==> src/rtl/aud_ctl_pkg.sv <==
package aud_ctl_pkg;
  localparam int unsigned OFF_CTRL  = 32'h00;
  localparam int unsigned OFF_MODE  = 32'h04;
  localparam int unsigned OFF_STAT  = 32'h08;
  localparam int unsigned OFF_SCLR  = 32'h0C;
  localparam int unsigned OFF_SSET  = 32'h10;
  localparam int unsigned OFF_IEN   = 32'h14;
  localparam int unsigned OFF_IDIS  = 32'h18;
  localparam int unsigned OFF_IMSK  = 32'h1C;
  localparam int unsigned OFF_RHOLD = 32'h20;
  localparam int unsigned OFF_THOLD = 32'h24;
  localparam int unsigned OFF_VER   = 32'h28;

  // status bit positions
  localparam int unsigned S_RXON  = 0;
  localparam int unsigned S_RXRDY = 1;
  localparam int unsigned S_RXOVR = 2;
  localparam int unsigned S_TXON  = 4;
  localparam int unsigned S_TXRDY = 5;
  localparam int unsigned S_TXUDR = 6;
  localparam int unsigned OVR_LSB = 8;
  localparam int unsigned UDR_LSB = 20;

  // command bit positions
  localparam int unsigned C_SWRST = 7;

  // implemented interrupt mask positions
  localparam logic [31:0] IRQ_BITS = 32'h0000_0066;
endpackage

==> src/rtl/aud_cmd_pair.sv <==
module aud_cmd_pair #(
  parameter int N = 3
) (
  input  logic         clk,
  input  logic         rst_n,
  input  logic         wr,
  input  logic         clr,
  input  logic [N-1:0] on_bits,
  input  logic [N-1:0] off_bits,
  output logic [N-1:0] lvl
);
  for (genvar g = 0; g < N; g++) begin : g_pair
    always_ff @(posedge clk or negedge rst_n) begin
      if (!rst_n)                lvl[g] <= 1'b0;
      else if (clr)              lvl[g] <= 1'b0;
      else if (wr && off_bits[g]) lvl[g] <= 1'b0;
      else if (wr && on_bits[g])  lvl[g] <= 1'b1;
    end
  end
endmodule

==> src/rtl/aud_status_flags.sv <==
module aud_status_flags #(
  parameter int CH_N = 8,
  localparam int CH_W = (CH_N > 1) ? $clog2(CH_N) : 1
) (
  input  logic            clk,
  input  logic            rst_n,
  input  logic            swrst,
  input  logic            clr_wr,
  input  logic            set_wr,
  input  logic [31:0]     sw_bits,
  input  logic            ev_rx_word,
  input  logic            ev_rx_ovr,
  input  logic [CH_W-1:0] rx_ovr_ch,
  input  logic            ev_tx_ready,
  input  logic            ev_tx_udr,
  input  logic [CH_W-1:0] tx_udr_ch,
  input  logic            rhold_rd,
  input  logic            thold_wr,
  output logic [31:0]     flags
);
  import aud_ctl_pkg::*;

  localparam logic [31:0] CH_ONES = 32'((64'd1 << CH_N) - 64'd1);
  localparam logic [31:0] STICKY  = (32'd1 << S_RXOVR) | (32'd1 << S_TXUDR)
                                  | (CH_ONES << OVR_LSB) | (CH_ONES << UDR_LSB);

  logic [CH_N-1:0] ovr_hit, udr_hit;
  logic [31:0]     hw_set, sw_set, sw_clr, q;

  for (genvar g = 0; g < CH_N; g++) begin : g_slot
    assign ovr_hit[g] = ev_rx_ovr && (rx_ovr_ch == CH_W'(g));
    assign udr_hit[g] = ev_tx_udr && (tx_udr_ch == CH_W'(g));
  end

  always_comb begin
    hw_set                   = '0;
    hw_set[S_RXRDY]          = ev_rx_word;
    hw_set[S_RXOVR]          = ev_rx_ovr;
    hw_set[S_TXRDY]          = ev_tx_ready;
    hw_set[S_TXUDR]          = ev_tx_udr;
    hw_set[OVR_LSB +: CH_N]  = ovr_hit;
    hw_set[UDR_LSB +: CH_N]  = udr_hit;
    sw_set                   = set_wr ? (sw_bits & STICKY) : '0;
    sw_clr                   = clr_wr ? (sw_bits & STICKY) : '0;
    sw_clr[S_RXRDY]          = rhold_rd;
    sw_clr[S_TXRDY]          = thold_wr;
  end

  always_ff @(posedge clk or negedge rst_n) begin
    if (!rst_n)     q <= '0;
    else if (swrst) q <= '0;
    else            q <= (q & ~sw_clr) | sw_set | hw_set;
  end

  assign flags = q;
endmodule

==> src/rtl/aud_irq_mask.sv <==
module aud_irq_mask (
  input  logic        clk,
  input  logic        rst_n,
  input  logic        swrst,
  input  logic        en_wr,
  input  logic        dis_wr,
  input  logic [31:0] wbits,
  output logic [31:0] mask
);
  import aud_ctl_pkg::*;

  logic [31:0] q, set_v, clr_v;

  assign set_v = en_wr  ? (wbits & IRQ_BITS) : '0;
  assign clr_v = dis_wr ? (wbits & IRQ_BITS) : '0;

  always_ff @(posedge clk or negedge rst_n) begin
    if (!rst_n)     q <= '0;
    else if (swrst) q <= '0;
    else            q <= (q | set_v) & ~clr_v;
  end

  assign mask = q;
endmodule

==> src/rtl/aud_ctl_regs.sv <==
module aud_ctl_regs #(
  parameter int          ADDR_W  = 8,
  parameter int          CH_N    = 8,
  parameter logic [31:0] VERSION = 32'h0001_0203,
  localparam int         CH_W    = (CH_N > 1) ? $clog2(CH_N) : 1
) (
  input  logic              clk,
  input  logic              rst_n,
  input  logic              bus_wr,
  input  logic              bus_rd,
  input  logic [ADDR_W-1:0] bus_addr,
  input  logic [31:0]       bus_wdata,
  output logic [31:0]       bus_rdata,
  input  logic              ev_rx_word,
  input  logic [31:0]       rx_word,
  input  logic              ev_rx_ovr,
  input  logic [CH_W-1:0]   rx_ovr_ch,
  input  logic              ev_tx_ready,
  input  logic              ev_tx_udr,
  input  logic [CH_W-1:0]   tx_udr_ch,
  output logic              rx_enable,
  output logic              tx_enable,
  output logic              clk_enable,
  output logic              tx_load,
  output logic [31:0]       tx_word,
  output logic              irq
);
  import aud_ctl_pkg::*;

  function automatic logic hit(input logic [ADDR_W-1:0] a, input int unsigned off);
    return a == ADDR_W'(off);
  endfunction

  logic        w_ctrl, w_mode, w_sclr, w_sset, w_ien, w_idis, w_thold, r_rhold, swrst;
  logic [2:0]  lvl;
  logic [31:0] flags, stat_word, mask_word, mode_q, rx_hold;

  assign w_ctrl  = bus_wr && hit(bus_addr, OFF_CTRL);
  assign w_mode  = bus_wr && hit(bus_addr, OFF_MODE);
  assign w_sclr  = bus_wr && hit(bus_addr, OFF_SCLR);
  assign w_sset  = bus_wr && hit(bus_addr, OFF_SSET);
  assign w_ien   = bus_wr && hit(bus_addr, OFF_IEN);
  assign w_idis  = bus_wr && hit(bus_addr, OFF_IDIS);
  assign w_thold = bus_wr && hit(bus_addr, OFF_THOLD);
  assign r_rhold = bus_rd && hit(bus_addr, OFF_RHOLD);
  assign swrst   = w_ctrl && bus_wdata[C_SWRST];

  // level order: {tx, clk, rx}
  aud_cmd_pair #(.N(3)) u_pairs (
    .clk      (clk),
    .rst_n    (rst_n),
    .wr       (w_ctrl),
    .clr      (swrst),
    .on_bits  ({bus_wdata[4], bus_wdata[2], bus_wdata[0]}),
    .off_bits ({bus_wdata[5], bus_wdata[3], bus_wdata[1]}),
    .lvl      (lvl)
  );
  assign rx_enable  = lvl[0];
  assign clk_enable = lvl[1];
  assign tx_enable  = lvl[2];

  aud_status_flags #(.CH_N(CH_N)) u_flags (
    .clk        (clk),
    .rst_n      (rst_n),
    .swrst      (swrst),
    .clr_wr     (w_sclr),
    .set_wr     (w_sset),
    .sw_bits    (bus_wdata),
    .ev_rx_word (ev_rx_word),
    .ev_rx_ovr  (ev_rx_ovr),
    .rx_ovr_ch  (rx_ovr_ch),
    .ev_tx_ready(ev_tx_ready),
    .ev_tx_udr  (ev_tx_udr),
    .tx_udr_ch  (tx_udr_ch),
    .rhold_rd   (r_rhold),
    .thold_wr   (w_thold),
    .flags      (flags)
  );

  aud_irq_mask u_mask (
    .clk    (clk),
    .rst_n  (rst_n),
    .swrst  (swrst),
    .en_wr  (w_ien),
    .dis_wr (w_idis),
    .wbits  (bus_wdata),
    .mask   (mask_word)
  );

  always_comb begin
    stat_word         = flags;
    stat_word[S_RXON] = rx_enable;
    stat_word[S_TXON] = tx_enable;
  end

  assign irq = |(stat_word & mask_word);

  always_ff @(posedge clk or negedge rst_n) begin
    if (!rst_n) begin
      mode_q  <= '0;
      rx_hold <= '0;
      tx_word <= '0;
      tx_load <= 1'b0;
    end else begin
      if (w_mode)     mode_q  <= bus_wdata;
      if (ev_rx_word) rx_hold <= rx_word;
      if (w_thold)    tx_word <= bus_wdata;
      tx_load <= w_thold;
    end
  end

  always_comb begin
    bus_rdata = '0;
    if (bus_rd) begin
      if (hit(bus_addr, OFF_MODE))  bus_rdata = mode_q;
      if (hit(bus_addr, OFF_STAT))  bus_rdata = stat_word;
      if (hit(bus_addr, OFF_IMSK))  bus_rdata = mask_word;
      if (hit(bus_addr, OFF_RHOLD)) bus_rdata = rx_hold;
      if (hit(bus_addr, OFF_VER))   bus_rdata = VERSION;
    end
  end
endmodule

==> config.mk <==
export PLATFORM = sky130hd
export DESIGN_NAME = aud_ctl_regs
export DESIGN_NICKNAME = d
export VERILOG_FILES = /design/src/rtl/aud_ctl_pkg.sv /design/src/rtl/aud_cmd_pair.sv /design/src/rtl/aud_status_flags.sv /design/src/rtl/aud_irq_mask.sv /design/src/rtl/aud_ctl_regs.sv
export SDC_FILE = /design/constraint.sdc
export NUM_CORES = 1
export LEC_CHECK = 0
export ABC_AREA = 0
export CORE_MARGIN = 2
export CORE_UTILIZATION = 40
export DETAILED_ROUTE_END_ITERATION = 16
export DONT_BUFFER_PORTS = 1
export PLACE_DENSITY = 0.53
export SLEW_MARGIN = 5
export SYNTH_ARGS = -nofsm -noshare
export SYNTH_HDL_FRONTEND = slang
export SYNTH_SLANG_ARGS = --single-unit
==> constraint.sdc <==
create_clock -name clk -period 8.3 [get_ports clk]
set_input_delay 2.49 -clock clk [delete_from_list [all_inputs] [get_ports clk]]
set_output_delay 2.49 -clock clk [all_outputs]
set_load 0.01 [all_outputs]
After elaboration in Yosys (flattened, before gate mapping)
Cells that the tools add are included.
Word-level totals
  flip-flop bits (word level): 164
  input port bits: 86
  output and inout bits: 69
  word-level logic and storage cells: 100
Cells by class
  eq/ne operators: 24
  multiplexer cells: 21
  bitwise gates (word level): 8
  reduce and logical (&&, ||, !) cells: 38
Operators with widths (count)
  32-bit 2-to-1 mux: 8
  32-bit bitwise AND: 3
  32-bit inverter: 2
  32-bit bitwise OR: 2
  28-bit 2-to-1 mux: 2
  8-bit by 5-bit == test with 1-bit output, second input constant: 4
  32-bit by 28-bit bitwise OR with 32-bit output: 1
  32-bit OR reduction: 1
  1-bit logical AND: 31
  3-bit == test, second input constant: 8
  8-bit by 6-bit == test with 1-bit output, second input constant: 3
  8-bit by 4-bit == test with 1-bit output, second input constant: 2
  7-bit 2-to-1 mux: 2
  3-bit by 2-bit == test with 1-bit output, second input constant: 4
  1-bit 2-to-1 mux: 9
  3-bit nonzero test: 3
  8-bit by 3-bit == test with 1-bit output, second input constant: 1
  8-bit zero test: 1
  3-bit by 1-bit == test with 1-bit output, second input constant: 2
  3-bit zero test: 2

Logic depth before layout (Yosys ltp)
Gate-level depths: netlist of run 1.
  depth after elaboration: 8
  gate-level depth with buffers: 8
  depth with buffers taken out: 4

Modules after synthesis
Synthesis of run 1 repeated with hierarchy kept, for this count alone.
Second synthesis, totals
  cell total of the unflattened synthesis: 565
  area, all modules: 6772.7 um^2
Modules (own cells, without submodules)
  aud_ctl_regs: times used 1, cells an instance 400, area an instance 5131.2 um^2, sequential area each 2427.3 um^2
  aud_status_flags: times used 1, cells an instance 115, area an instance 1164.9 um^2, sequential area each 500.5 um^2
  aud_irq_mask: times used 1, cells an instance 41, area an instance 364.1 um^2, sequential area each 100.1 um^2
  aud_cmd_pair: times used 1, cells an instance 9, area an instance 112.6 um^2, sequential area each 75.1 um^2

Least setup slack after synthesis of run 1
OpenSTA, ideal clock, no wires.
  kind: input to output
  start: input port bus_addr[4]
  end: output port bus_rdata[2]
  arrival time: 3.997 ns
  data required time: 5.810 ns
  setup slack: 1.813 ns
  stages: 6
  path buffers: 2
  cell sequence: buf_6 > or4_4 > nor3_4 > buf_6 > a211oi_1 > nor4_2
Between the ends
  word-level cells in the longest chain between the ends: 7
  elaborated cells on any way between the ends: 11
  those cells by class: eq/ne: 5; mux: 6
Ends and longest elaborated chain
  start, declared: RTL line aud_ctl_regs.sv:11  | input logic [ADDR_W-1:0] bus_addr,
  8-bit by 3-bit == test with 1-bit output: RTL line aud_ctl_regs.sv:31  | return a == ADDR_W'(off);
  32-bit 2-to-1 mux: RTL line aud_ctl_regs.sv:115  | if (hit(bus_addr, OFF_MODE)) bus_rdata = mode_q;
  32-bit 2-to-1 mux: RTL line aud_ctl_regs.sv:116  | if (hit(bus_addr, OFF_STAT)) bus_rdata = stat_word;
  32-bit 2-to-1 mux: RTL line aud_ctl_regs.sv:117  | if (hit(bus_addr, OFF_IMSK)) bus_rdata = mask_word;
  32-bit 2-to-1 mux: RTL line aud_ctl_regs.sv:118  | if (hit(bus_addr, OFF_RHOLD)) bus_rdata = rx_hold;
  32-bit 2-to-1 mux (*): RTL line aud_ctl_regs.sv:119  | if (hit(bus_addr, OFF_VER)) bus_rdata = VERSION;
  32-bit 2-to-1 mux (*): RTL line aud_ctl_regs.sv:114  | if (bus_rd) begin
  end, declared: RTL line aud_ctl_regs.sv:13  | output logic [31:0] bus_rdata,
Every way passes the cells marked *; elsewhere a longest branch is shown, timed or not.

Worst setup path after layout of run 1
  start: input port bus_addr[4]
  end: output port bus_rdata[27]
The elaborated chain is that of the path after synthesis.

==> results of run 1 <==
metal layers:
metal / vias up / GRT usage, % / wire (um)
met5: - / 0 / 0
met4: 0 / 5.36 / 173
met3: 12 / 8.55 / 1470
met2: 162 / 30.7 / 7240
met1: 2060 / 27.4 / 6740
li1: 1916 / - / -
metrics by stage:
stage | total power (W) | setup WS (ps) | util (%)
after floorplan | 0.000741 | 1810 | -
after global placement | 0.000752 | 1480 | 41.1
final | 0.00142 | 1430 | 44.8
after global routing | 0.00147 | 1270 | 44.8
after detailed placement | 0.000755 | 1440 | 41.1
after CTS | 0.00143 | 1440 | 44.8
power breakdown:
| group | internal [W] | leakage, nW | switching (W) |
|---|---|---|---|
| combinational | 0.0000400 | 0.881 | 0.0000345 |
| sequential | 0.000644 | 1.55 | 0.0000254 |
| clock | 0.000421 | 0.258 | 0.000251 |
final cells by class:
class | instances | share of cell area [%]
flip-flops and latches | 124 | 48.2
multi-input cells | 354 | 38.4
clock buffers | 22 | 7.22
well taps | 184 | 3.58
inverters | 21 | 1.23
clock inverters | 7 | 1.07
repair buffers | 2 | 0.233
worst min-delay path: stages (launching register included):
cell and delay [ps]:
sky130_fd_sc_hd__dfrtp_1 340, sky130_fd_sc_hd__nand2_1 40, sky130_fd_sc_hd__o21ai_0 60
cell usage in the layout, fill, tap and decap left out, types with 4 or more instances in the layout:
cell / n
sky130_fd_sc_hd__a21oi_1: 27
sky130_fd_sc_hd__a211oi_1: 7
sky130_fd_sc_hd__and2_1: 5
sky130_fd_sc_hd__nor3_1: 5
sky130_fd_sc_hd__inv_1: 21
sky130_fd_sc_hd__a22o_1: 19
sky130_fd_sc_hd__mux2_2: 59
sky130_fd_sc_hd__a31oi_1: 6
sky130_fd_sc_hd__dfrtp_1: 124
sky130_fd_sc_hd__a22oi_1: 35
sky130_fd_sc_hd__o21ai_0: 57
sky130_fd_sc_hd__nor2b_1: 24
sky130_fd_sc_hd__nor2_1: 22
sky130_fd_sc_hd__nand2_1: 43
sky130_fd_sc_hd__a32oi_1: 9
sky130_fd_sc_hd__nand3_1: 4
sky130_fd_sc_hd__nand4_1: 4
sky130_fd_sc_hd__clkbuf_16: 17
state kept, by name (all words and copies together) (netlist names):
name,flops
tx_load,1
u_pairs.lvl,3
mode_q,32
rx_hold,32
u_flags.flags,20
u_mask.mask,4
tx_word,32
kinds of logic after synthesis:
kind of cell	synth area share, %
buffers and inverters	4.54
flip-flops	53.2
AO/OA/AOI/OAI	18.3
multiplexers	11.6
AND/OR/NAND/NOR	12.4
final timing paths:
| path | from | to | slack [ps] | depth (start not counted) |
|---|---|---|---|---|
| worst max-delay path | bus_addr[4] | bus_rdata[27] | 1430 | 4 |
| worst min-delay path | mode_q[11]$_DFFE_PN0P_ | mode_q[11]$_DFFE_PN0P_ | 480 | 2 |
| worst max register to register | tx_word[1]$_DFFE_PN0P_ | tx_word[1]$_DFFE_PN0P_ | 7460 | 1 |
| worst min register to register | mode_q[11]$_DFFE_PN0P_ | mode_q[11]$_DFFE_PN0P_ | 480 | 2 |
| max in group asynchronous | rst_n | rx_hold[1]$_DFFE_PN0P_ | 6270 | 0 |
| min in group asynchronous | rst_n | rx_hold[6]$_DFFE_PN0P_ | 1780 | 0 |
==> qor.csv, run 1 <==
stage;metric;value;unit
status;outcome;finished clean;
placed_design;place_inst;685;
synth;synth_sequential_area_ratio;53.2;%
sta;timing.final.crit_share;82.8;%
synth;synth.cells.most_frequent;sky130_fd_sc_hd__dfrtp_1, sky130_fd_sc_hd__mux2_2, sky130_fd_sc_hd__o21ai_0, sky130_fd_sc_hd__nand2_1, sky130_fd_sc_hd__a22oi_1;
cts;clock_latency;400;ps
floorplan;top_level_ports;155;
finish;area.sequential;3100;um^2
global_route;grt_max_degree;125;
cts;ctsResizeCount;0;
flow_run;maximum_capacitance_violations;0;
sta;setup_total_negative_slack;0;ps
sta;fmax;0.146;GHz
setup_path;crit_path_max_incr_delay;680;ps
cts;clk_root_buffer_cell;sky130_fd_sc_hd__clkbuf_16;
setup_path;critPathCaptureType;primary output;
finish;stdcell_area;6430;um^2
sta;slew_headroom;25.8;%
synth;synthesis.instances;537;
routing;detail_route.drc_violations;0;
synth;synthesis.nets;623;
cts;tritoncts;built;
sta;worst_slew_pin_slew;1110;ps
floorplan;die-area;15600;um^2
sta;skew;0;ps
sta;finalSetupViolations;0;
setup_path;cp_data_required_time;5810;ps
synth;yosys-top-cells-area;sky130_fd_sc_hd__dfrtp_1, sky130_fd_sc_hd__mux2_2, sky130_fd_sc_hd__o21ai_0;
routing;post_detailed_route_count_of_antenna_violating_nets;0;
synth;dominant_synthesized_flop_cell;sky130_fd_sc_hd__dfrtp_1;
setup_path;worstPathMaxFanout;28;
pwr;power-per-cell-area;220;nW/um^2
setup_path;buffers_plus_inverters_on_the_worst_setup_path;0;
pwr;vdd.ir_drop.worst;140;uV
finish;final_cells;714;
floorplan;die_h;125;um
routing;wirelength;15.6;mm
synth;synth.lib_cells_used.distinct;39;
global_route;grt_pass1_vias;4265;
finish;combined_area_of_the_multi_input_logic_cells;2470;um^2
global_route;grt_pass1_wl;24.7;mm
setup_path;crit_path_cell_trace;or4b_1, nor2_4, a22oi_1, nor2b_1;
floorplan;floorplan.core_area;14400;um^2
routing;vias_per_cell;5.81;
hold_path;timing.hold.worst.class;reg2reg;
sta;hold-worst-slack;477;ps
global_route;grt-ovfl-total;0;
routing;first_iter_violations;266;
routing;num_vias;4150;
placed_design;dpl.hpwl;10.6;mm
synth;synth_enable_flop_cells;0;
floorplan;start_util;40.6;%
setup_path;criticalPathCategory;in2out;
cts;tritoncts.num_buffers;17;
finish;fillerInstances;1381;
placed_design;routabilityCongestion;0.857;
cts;clk_pin_slew_worst_paths;50;ps
sta;final-max-slew-violation-count;0;
cts;cts_setup_buffers;0;
routing;drtPass1Iterations;6;
placed_design;io_buffer_count;0;
cts;cts.sink_count;124;
placed_design;placed_area;5900;um^2
finish;final_layout_size_suffix_gt1_share;18.7;%
sta;finalWorstPathRequiredPeriod;6870;ps
pwr;total_leakage_power;2.69;nW
global_route;grt_usage;20.4;%
synth;post_synth_instance_area;5840;um^2
finish;final_nets;606;
cts;largest_buffer_count_on_any_clock_path;2;
setup_path;critPathLaunchType;input pin;
routing;route.detailed.wl_per_inst;21.9;um
setup_path;critPathSlowestCell;sky130_fd_sc_hd__or4b_1;
setup_path;path_delay_family;simple AND/OR/NAND/NOR gates;
setup_path;worst_ep_arrival_time;4380;ps
sta;hold_viol_final;0;
synth;avgSynthCellArea;10.9;um^2
finish;insertedDiodeCount;0;
cts;cts_hold_buffers;0;
synth;most_repeated_cell_in_the_gate_level_netlist_after_synthesis;sky130_fd_sc_hd__dfrtp_1;
cts;cts_htree_levels;4;
synth;async_reset_ff_share;100;%
global_route;antenna_found_initial;0;
synth;synth.largest_area_cell;sky130_fd_sc_hd__dfrtp_1;
finish;layout-area-overhead-vs-synth;10.2;%
synth;yosysWarnings;0;
floorplan;rows;44;
synth;post-synth-top-area-fraction;53.2;%
sta;rsz0062_at_grt;no;
synth;synth-seq-cells;124;
floorplan;floorplan.die.width;125;um
No activity file was read; power rests on OpenSTA's default activity.
==> inputs of run 2 (changes only) <==
clock period = 6.8 ns   (was 8.3 ns; I/O delays follow)
==> qor.csv, run 2 (synthesis gave the netlist of run 1 again) <==
stage;metric;value;unit
status;outcome;finished clean;
sta;setup_total_negative_slack;0;ps
routing;vias_per_cell;5.93;
routing;num_vias;4265;
sta;fmax;0.168;GHz
floorplan;floorplan.core_area;14400;um^2
global_route;grt_pass1_vias;4446;
pwr;vdd.ir_drop.worst;197;uV
sta;final-max-slew-violation-count;0;
global_route;grt_usage;21.0;%
cts;cts_htree_levels;4;
routing;first_iter_violations;206;
placed_design;dpl.hpwl;10.7;mm
pwr;power-per-cell-area;274;nW/um^2
placed_design;io_buffer_count;0;
placed_design;placed_area;5910;um^2
routing;drtPass1Iterations;5;
cts;clk_pin_slew_worst_paths;50;ps
setup_path;r2r_start;tx_word[1]$_DFFE_PN0P_;
setup_path;worstSetupStartpoint;bus_addr[4];
finish;area.sequential;3100;um^2
global_route;grt_pass1_wl;25.3;mm
routing;detail_route.drc_violations;0;
sta;hold-worst-slack;478;ps
routing;post_detailed_route_count_of_antenna_violating_nets;0;
hold_path;min_from;mode_q[11]$_DFFE_PN0P_;
sta;worst_slew_pin_slew;1130;ps
finish;insertedDiodeCount;0;
placed_design;routabilityCongestion;0.892;
finish;stdcell_area;6470;um^2
floorplan;rows;44;
sta;slew_headroom;24.4;%
finish;fillerInstances;1358;
floorplan;top_level_ports;155;
finish;final_nets;608;
sta;finalSetupViolations;0;
finish;final_layout_size_suffix_gt1_share;18.9;%
routing;route.detailed.wl_per_inst;22.3;um
pwr;comb_power_share;5.2;%
cts;cts_hold_buffers;0;
pwr;total_leakage_power;2.71;nW
cts;tritoncts.num_buffers;17;
pwr;cellInternalPower;0.00138;W
global_route;antenna_found_initial;1;
setup_path;cp_data_required_time;4760;ps
setup_path;worstPathMaxFanout;28;
sta;hold_viol_final;0;
routing;wirelength;16.1;mm
setup_path;critPathLaunchType;input pin;
setup_path;ff2ff_setup_slack;5960;ps
cts;clock_latency;410;ps
sta;timing.final.crit_share;87.7;%
floorplan;die-area;15600;um^2
cts;cts_setup_buffers;0;
hold_path;timing.hold.worst.class;reg2reg;
sta;rsz0062_at_grt;no;
global_route;grt-ovfl-total;0;
floorplan;start_util;40.6;%
setup_path;criticalPathCategory;in2out;
setup_path;worst_ep_arrival_time;3920;ps
pwr;net-switching-power;0.000392;W
cts;cts.sink_count;124;
finish;largest_registers;mode_q (32), rx_hold (32), tx_word (32);
finish;final_cell_mix;sky130_fd_sc_hd__dfrtp_1, sky130_fd_sc_hd__mux2_2, sky130_fd_sc_hd__o21ai_0;
sta;skew;0;ps
sta;finalWorstPathRequiredPeriod;5960;ps
pwr;share_seq_of_total_power;46.1;%
setup_path;critPathCaptureType;primary output;
floorplan;die_h;125;um
cts;clk_root_buffer_cell;sky130_fd_sc_hd__clkbuf_16;
pwr;power.share.switching;22.1;%
global_route;grt_max_degree;125;
cts;tritoncts;built;
flow_run;maximum_capacitance_violations;0;
pwr;p_clk_share;48.7;%
finish;combined_area_of_the_multi_input_logic_cells;2470;um^2
cts;largest_buffer_count_on_any_clock_path;2;
cts;ctsResizeCount;0;
finish;layout-area-overhead-vs-synth;10.8;%
floorplan;floorplan.die.width;125;um
finish;postLayoutCoreUtil;45.0;%
finish;layout_commonest_cell;sky130_fd_sc_hd__dfrtp_1;
[run 2: cell type report]
type                    count  area share [%]
multi-input cells         354            38.2
clock buffers              24            7.14
repair buffers              4           0.464
well taps                 184            3.56
inverters                  21            1.22
flip-flops and latches    124            48.0
clock inverters             8            1.43
[run 2: critical path, cell delays in order]
cell                       delay [ps]
sky130_fd_sc_hd__or4b_1           680
sky130_fd_sc_hd__nor2_4           670
sky130_fd_sc_hd__a211oi_1         130
sky130_fd_sc_hd__nor4_2           400
[run 2: layer usage]
layer / global-route usage (%) / part of all wire, %
met3: 7.30 / 8.3
met5: 0 / 0
met4: 6.67 / 1.1
met1: 28.2 / 44
met2: 32.0 / 47
[run 2: path summary, 6_finish.rpt]
| kind | to | cells past startpoint |
|---|---|---|
| worst max-delay path | bus_rdata[5] | 4 |
| worst min-delay path | mode_q[11]$_DFFE_PN0P_ | 2 |
| worst max register to register | tx_word[1]$_DFFE_PN0P_ | 1 |
| worst min register to register | mode_q[11]$_DFFE_PN0P_ | 2 |
| max in group asynchronous | rx_hold[25]$_DFFE_PN0P_ | 0 |
| min in group asynchronous | rx_hold[9]$_DFFE_PN0P_ | 0 |
[run 2: power groups by stage]
stage               Sequential, W  Clock (W)  Combinational, W
CTS                      0.000817   0.000881         0.0000923
detailed placement       0.000830          0         0.0000920
global route             0.000822   0.000916          0.000102
global placement         0.000828          0         0.0000896
floorplan                0.000821          0         0.0000834
finish                   0.000817   0.000863         0.0000915
[run 2: per-stage QoR]
stage,setup slack [ps],power [W],std cells
floorplan,1210,0.000905,537
CTS,831,0.00179,719
finish,840,0.00177,719
detailed placement,828,0.000922,687
global route,701,0.00184,719
global placement,899,0.000918,687
